===== src/rtl/cs_port_pkg.sv =====
package cs_port_pkg;

    localparam int DEF_ADDR_W = 16;
    localparam int DEF_PORT_W = 8;
    localparam int DEF_REG_AW = 8;

    // Window n occupies bits [n*16 +: 16]; match when (addr & mask) == base.
    localparam logic [DEF_PORT_W*DEF_ADDR_W-1:0] DEF_WIN_BASE = {
        16'h7000, 16'h6000, 16'h5000, 16'h4000,
        16'h8000, 16'h2000, 16'h1000, 16'h0000
    };
    localparam logic [DEF_PORT_W*DEF_ADDR_W-1:0] DEF_WIN_MASK = {
        16'hF000, 16'hF000, 16'hF000, 16'hF000,
        16'h8000, 16'hE000, 16'hF000, 16'hF000
    };

    typedef enum logic [1:0] {
        TGT_NONE = 2'd0,
        TGT_DATA = 2'd1,
        TGT_MODE = 2'd2
    } reg_target_e;

endpackage


===== src/rtl/cs_port_regs.sv =====
module cs_port_regs
    import cs_port_pkg::*;
#(
    parameter int                PORT_W   = DEF_PORT_W,
    parameter int                REG_AW   = DEF_REG_AW,
    parameter logic [REG_AW-1:0] OFS_DATA = 8'h23,
    parameter logic [REG_AW-1:0] OFS_MODE = 8'h27
) (
    input  logic              clk,
    input  logic              rst,
    input  logic              reg_sel,
    input  logic              reg_we,
    input  logic [REG_AW-1:0] reg_addr,
    input  logic [PORT_W-1:0] reg_wdata,
    output logic [PORT_W-1:0] reg_rdata,
    output logic [PORT_W-1:0] dat_q,
    output logic [PORT_W-1:0] mode_q
);

    reg_target_e tgt;

    always_comb begin
        if (!reg_sel)                 tgt = TGT_NONE;
        else if (reg_addr == OFS_DATA) tgt = TGT_DATA;
        else if (reg_addr == OFS_MODE) tgt = TGT_MODE;
        else                          tgt = TGT_NONE;
    end

    always_ff @(posedge clk) begin
        if (rst) begin
            dat_q  <= '1;
            mode_q <= '0;
        end else if (reg_we) begin
            if (tgt == TGT_DATA) dat_q  <= reg_wdata;
            if (tgt == TGT_MODE) mode_q <= reg_wdata;
        end
    end

    always_comb begin
        reg_rdata = '0;
        if (!reg_we) begin
            case (tgt)
                TGT_DATA: reg_rdata = dat_q;
                TGT_MODE: reg_rdata = mode_q;
                default:  reg_rdata = '0;
            endcase
        end
    end

endmodule


===== src/rtl/cs_port_decode.sv =====
module cs_port_decode
    import cs_port_pkg::*;
#(
    parameter int                          ADDR_W   = DEF_ADDR_W,
    parameter int                          NUM_SEL  = DEF_PORT_W,
    parameter logic [NUM_SEL*ADDR_W-1:0]   WIN_BASE = DEF_WIN_BASE,
    parameter logic [NUM_SEL*ADDR_W-1:0]   WIN_MASK = DEF_WIN_MASK
) (
    input  logic               bus_valid,
    input  logic [ADDR_W-1:0]  bus_addr,
    output logic [NUM_SEL-1:0] cs_n
);

    for (genvar n = 0; n < NUM_SEL; n++) begin : g_win
        localparam logic [ADDR_W-1:0] BASE = WIN_BASE[n*ADDR_W +: ADDR_W];
        localparam logic [ADDR_W-1:0] MASK = WIN_MASK[n*ADDR_W +: ADDR_W];
        logic hit;
        assign hit     = ((bus_addr & MASK) == BASE);
        assign cs_n[n] = !(bus_valid && hit);
    end

endmodule


===== src/rtl/cs_port_mux.sv =====
module cs_port_mux
    import cs_port_pkg::*;
#(
    parameter int PORT_W = DEF_PORT_W
) (
    input  logic [PORT_W-1:0] mode_q,
    input  logic [PORT_W-1:0] dat_q,
    input  logic [PORT_W-1:0] cs_n,
    output logic [PORT_W-1:0] pin_out
);

    for (genvar b = 0; b < PORT_W; b++) begin : g_pin
        assign pin_out[b] = mode_q[b] ? cs_n[b] : dat_q[b];
    end

endmodule


===== src/rtl/cs_port.sv =====
module cs_port
    import cs_port_pkg::*;
#(
    parameter int                        ADDR_W   = DEF_ADDR_W,
    parameter int                        PORT_W   = DEF_PORT_W,
    parameter int                        REG_AW   = DEF_REG_AW,
    parameter logic [REG_AW-1:0]         OFS_DATA = 8'h23,
    parameter logic [REG_AW-1:0]         OFS_MODE = 8'h27,
    parameter logic [PORT_W*ADDR_W-1:0]  WIN_BASE = DEF_WIN_BASE,
    parameter logic [PORT_W*ADDR_W-1:0]  WIN_MASK = DEF_WIN_MASK
) (
    input  logic              clk,
    input  logic              rst,
    input  logic              bus_valid,
    input  logic [ADDR_W-1:0] bus_addr,
    input  logic              reg_sel,
    input  logic              reg_we,
    input  logic [REG_AW-1:0] reg_addr,
    input  logic [PORT_W-1:0] reg_wdata,
    output logic [PORT_W-1:0] reg_rdata,
    output logic [PORT_W-1:0] pin_out
);

    logic [PORT_W-1:0] dat_q;
    logic [PORT_W-1:0] mode_q;
    logic [PORT_W-1:0] cs_n;

    cs_port_regs #(
        .PORT_W(PORT_W), .REG_AW(REG_AW),
        .OFS_DATA(OFS_DATA), .OFS_MODE(OFS_MODE)
    ) u_regs (
        .clk(clk), .rst(rst), .reg_sel(reg_sel), .reg_we(reg_we),
        .reg_addr(reg_addr), .reg_wdata(reg_wdata), .reg_rdata(reg_rdata),
        .dat_q(dat_q), .mode_q(mode_q)
    );

    cs_port_decode #(
        .ADDR_W(ADDR_W), .NUM_SEL(PORT_W),
        .WIN_BASE(WIN_BASE), .WIN_MASK(WIN_MASK)
    ) u_dec (
        .bus_valid(bus_valid), .bus_addr(bus_addr), .cs_n(cs_n)
    );

    cs_port_mux #(
        .PORT_W(PORT_W)
    ) u_mux (
        .mode_q(mode_q), .dat_q(dat_q), .cs_n(cs_n), .pin_out(pin_out)
    );

endmodule


===== config.mk =====
export PLATFORM = sky130hd
export DESIGN_NAME = cs_port
export DESIGN_NICKNAME = d
export VERILOG_FILES = /design/src/rtl/cs_port_pkg.sv /design/src/rtl/cs_port_regs.sv /design/src/rtl/cs_port_decode.sv /design/src/rtl/cs_port_mux.sv /design/src/rtl/cs_port.sv
export SDC_FILE = /design/constraint.sdc
export NUM_CORES = 1
export LEC_CHECK = 0
export BUFFER_PORTS_ARGS = -buffer_cell sky130_fd_sc_hd__buf_4
export CORE_ASPECT_RATIO = 1.4
export CORE_MARGIN = 4
export CORE_UTILIZATION = 45
export DETAILED_ROUTE_END_ITERATION = 8
export MAX_ROUTING_LAYER = met4
export PLACE_DENSITY_LB_ADDON = 0.2
export SLEW_MARGIN = 20
export SYNTH_ARGS = -nofsm -noshare
export SYNTH_HDL_FRONTEND = slang
export SYNTH_HIERARCHICAL = 1
export SYNTH_SLANG_ARGS = --single-unit

===== constraint.sdc =====
create_clock -name clk -period 1.15 [get_ports clk]
set_input_delay 0.0575 -clock clk [delete_from_list [all_inputs] [get_ports clk]]
set_output_delay 0.0575 -clock clk [all_outputs]
set_load 0.005 [all_outputs]

# ---- Yosys cells after proc, flatten, opt, wreduce, memory -nomap -nowiden
# Cells that the tools add are included.
dict set report word_totals {
  reg_bits 16
  in_bits 37
  output_inout_bits 16
  word_cells 44
}
dict set report op_classes {
  n_eq_ne 10
  muxes 13
  n_reduce_logical 19
}
# cell n
set op_table {}
lappend op_table {{4-bit by 3-bit equality test with 1-bit output (second input constant)} 4}
lappend op_table {{8-bit by 6-bit equality test with 1-bit output (second input constant)} 2}
lappend op_table {{16-bit zero test} 1}
lappend op_table {{8-bit one-hot mux with 2 select lines} 1}
lappend op_table {{1-bit logical AND} 8}
lappend op_table {{1-bit zero test} 8}
lappend op_table {{1-bit 2-to-1 mux} 8}
lappend op_table {{8-bit 2-to-1 mux} 1}
lappend op_table {{2-bit 2-to-1 mux} 3}
lappend op_table {{4-bit by 1-bit equality test with 1-bit output (second input constant)} 1}
lappend op_table {{2-bit AND reduction} 2}
lappend op_table {{3-bit by 1-bit equality test with 1-bit output (second input constant)} 1}
lappend op_table {{2-bit by 1-bit equality test with 1-bit output (second input constant)} 1}
lappend op_table {{2-bit equality test (second input constant)} 1}

# ---- Longest topological paths before layout
dict set report depth {
  ltp_word 7
  ltp_mapped 4
  mapped_depth_nobuf 3
}

# ---- Modules after synthesis
# The synthesis kept the hierarchy.
# mod n_inst cells_per_inst area_per_inst_um2 seq_area_each_um2
set modules_own_cells {}
lappend modules_own_cells {cs_port_regs 1 90 840.8 320.3}
lappend modules_own_cells {cs_port_mux 1 8 120.1 0.0}
lappend modules_own_cells {cs_port_decode 1 11 78.8 0.0}

# ---- Worst setup path after synthesis
# Ideal clock, no wire load.
dict set report synth_timing {
  path_type {input -> output}
  startpoint {input port bus_addr[15]}
  endpoint {output port pin_out[0]}
  arrival_ns 0.873
  required_ns 1.092
  path_slack_ns 0.220
  stages 3
  path_buffers 0
  cell_sequence {nor3b_4 -> or3b_1 -> mux2_4}
}
dict set report synth_between {
  elab_chain_len 4
}
# item line
set synth_rtl {}
lappend synth_rtl {{start: declaration} cs_port.sv:15} ;# input logic [ADDR_W-1:0] bus_addr,
lappend synth_rtl {{16-bit zero test} cs_port_decode.sv:18} ;# assign hit = ((bus_addr & MASK) == BASE);
lappend synth_rtl {{1-bit logical AND} cs_port_decode.sv:19} ;# assign cs_n[n] = !(bus_valid && hit);
lappend synth_rtl {{1-bit zero test} cs_port_decode.sv:19}
lappend synth_rtl {{via cs_n[0]} cs_port.sv:26} ;# logic [PORT_W-1:0] cs_n;
lappend synth_rtl {{1-bit 2-to-1 mux} cs_port_mux.sv:13} ;# assign pin_out[b] = mode_q[b] ? cs_n[b] : dat_q[b];
lappend synth_rtl {{end: declaration} cs_port.sv:21} ;# output logic [PORT_W-1:0] pin_out
# The timed path passes the listed nets, and every way through them passes these cells.

# ---- Worst setup path after layout
dict set report layout_timing {
  startpoint {input port bus_addr[13]}
  endpoint {output port pin_out[0]}
}
# The elaborated chain is that of the path after synthesis.

==> qor.txt <==
Leak = 0.771 nW
core area = 2200 um^2
worst slack, placed = -52.0 ps
Die X = 48.6 um
ranking of synthesized cells by area = dfxtp_1 31%, mux2i_1 23%, mux2_4 12%
classification of the worst-slack hold path = in2reg
CTS tree = done
hold_sp = reg_wdata[1]
Logic pwr share = 15.3%
Mapped Avg Cell Area = 9.54 um^2
Hold-fix buffers, CTS = 0
failing checks = negative setup slack
Reg power frac = 50.9%
drt total wl = 2420 um
area of the multi-input gates = 697 um^2
Finished Layout Cells = 180
Worst Hold Depth = 3
RSZ-0062 raised after global routing = true
worst slew pin tran = 254 ps
die area = 3150 um^2
reg2reg path depth = 3
drt via density = 5.11
Worst-Skew Late Latency = 280 ps
Critical Path RT = 1090 ps
Pre-antenna DRT Iters = 4
Hold Path End = u_regs/mode_q[1]$_SDFFE_PP0P_
row count = 20
Syn Inst Count = 109
Sequential Area = 330 um^2
R2R Path End = u_regs/mode_q[2]$_SDFFE_PP0P_
FF+latch count, synth = 16
largest net degree at the start of global routing = 33
clock root buffer master = clkbuf_4
initial antenna violation count = 0
total internal power = 0.847 mW
slew margin rel. = 83.0%
initial core utilization = 47.2%
Cell Area, Synth = 1040 um^2
# H-tree levels = 1
Tot GR Track Use = 16.2%
yosys warns = 6
Final Max Slew Viols = 0
Cells after DPL = 173
Final setup viols = 1
DP HPWL = 1890 um
CTS max path bufs = 2
share of the synthesized area in the top cell type = 30.8%
setup_tns = -0.380 ps
Arr. time, crit path = 1090 ps
Area growth syn-to-layout = 44.3%
total global routing overflow = 0
largest area contributor in the netlist = dfxtp_1
First DRT Iteration DRCs = 5
CTS Sinks = 16
number of global-route vias before repair = 933
Pwr Total = 1.09 mW
FMAX = 0.869 GHz
Nets = 196
Syn Nets = 146
fraction of layout cells with a size suffix above 1 = 48.1%
clock share of power = 33.8%
CP startpoint kind = input port
crit path max fanout = 2
post-DR wirelength/cell = 13.5 um
min setup slack post-route = -0.380 ps
CTS Buf Count = 3
power per standard cell area = 725 nW/um^2
crit path kind = in2out
n_diodes = 0
WHS = 32.6 ps
Netlist cell types = 18
Vias = 920
DRC viols = 0
ANT nets after route = 0
setup slack, reg-to-reg = 430 ps
Placed Area = 1390 um^2
Seq/Total Area, Yosys = 30.8%
Clock Skew = 0 ps
status = complete, but fails checks
post-route clock period utilization = 100%
Final Hold Fails = 0
first-pass GRT wire length = 4140 um
fin area = 1500 um^2
final core utilization = 68.1%
sw frac = 22.2%
worst r2r src = u_regs/mode_q[2]$_SDFFE_PP0P_
Max-Cap Viols = 0
switching power = 0.242 mW
GPL Wtd Cong = 0.732
height of the die = 64.9 um
CP Capture Type = output port
Fillers = 191
Max VDD drop = 675 uV
final period demand of the worst path = 1150 ps
clock-pin slew on the worst setup and hold paths = 100 ps
I/O pins = 53
number of port buffers = 40
[kinds of logic (layout without fill, tap and decap cells)]
kind of cell / Yosys count / after routing / share of synthesized area, %
buf+inv: 5 / 54 / 2.65
simple gates: 56 / 56 / 31.9
mux: 32 / 32 / 34.7
flops: 16 / 16 / 30.8
[worst max-delay path, stage by stage]
cell	delay [ps]
buf_6	100
nor3b_4	180
or3b_1	370
mux2_4	270
buf_6	120
[power by group through the flow]
stage | logic [mW] | clock network [mW] | registers, mW
after detailed placement | 0.165 | 0 | 0.567
final | 0.167 | 0.367 | 0.554
after CTS | 0.169 | 0.374 | 0.554
after global routing | 0.182 | 0.399 | 0.554
after global placement | 0.160 | 0 | 0.567
after floorplan | 0.0732 | 0 | 0.567
[Yosys cell counts]
master / instances
dfxtp_1: 16
nand4b_1: 1
nor3b_4: 1
nand2_1: 3
and4bb_2: 2
nor2b_1: 1
nand2b_1: 17
mux2i_1: 24
nand4_4: 1
mux2_4: 8
nor2_1: 24
buf_6: 1
nand3_1: 2
buf_2: 1
or3b_1: 1
and3b_2: 1
nand3b_1: 2
clkbuf_1: 3
[flip-flops by register name, summed over array words and instances, names as in the netlist]
name	cells
u_regs/dat_q	8
u_regs/mode_q	8
[how the worst max path moves through the flow]
stage                             from          to  depth (start not counted)
after floorplan           bus_addr[15]  pin_out[0]                          3
after detailed placement  bus_addr[15]  pin_out[0]                          5
final                     bus_addr[13]  pin_out[0]                          5
after global placement    bus_addr[15]  pin_out[0]                          5
after CTS                 bus_addr[13]  pin_out[0]                          5
after global routing      bus_addr[13]  pin_out[0]                          5
[per-layer routing]
metal	wire length (um)	vias up	GRT usage, %
met2	1230	31	28.6
met4	12	0	3.03
met5	0	-	-
li1	-	468	-
met3	204	2	3.91
met1	969	419	18.6
[cell usage in the layout, fill, tap and decap left out, drive strengths merged]
cell,count
buf,50
mux2i,24
nor2,24
nand2b,17
dfxtp,16
mux2,8
clkbuf,4
nand2,3
nand3b,2
and4bb,2
nand3,2
and3b,1
nor3b,1
nor2b,1
or3b,1
nand4,1
nand4b,1
[layout make-up]
cell class / count / share of cell area [%]
timing repair buffer: 50 / 27.3
sequential: 16 / 22.0
tap: 22 / 1.83
multi-input combinational: 88 / 46.5
clock buffer: 4 / 2.42
[repair_timing]
action	in CTS	in global routing
pin swaps	1	0
endpoints found under the setup margin	8	8
resized for setup	11	7
setup buffers	1	3
Power figures use the tool's default switching activity.
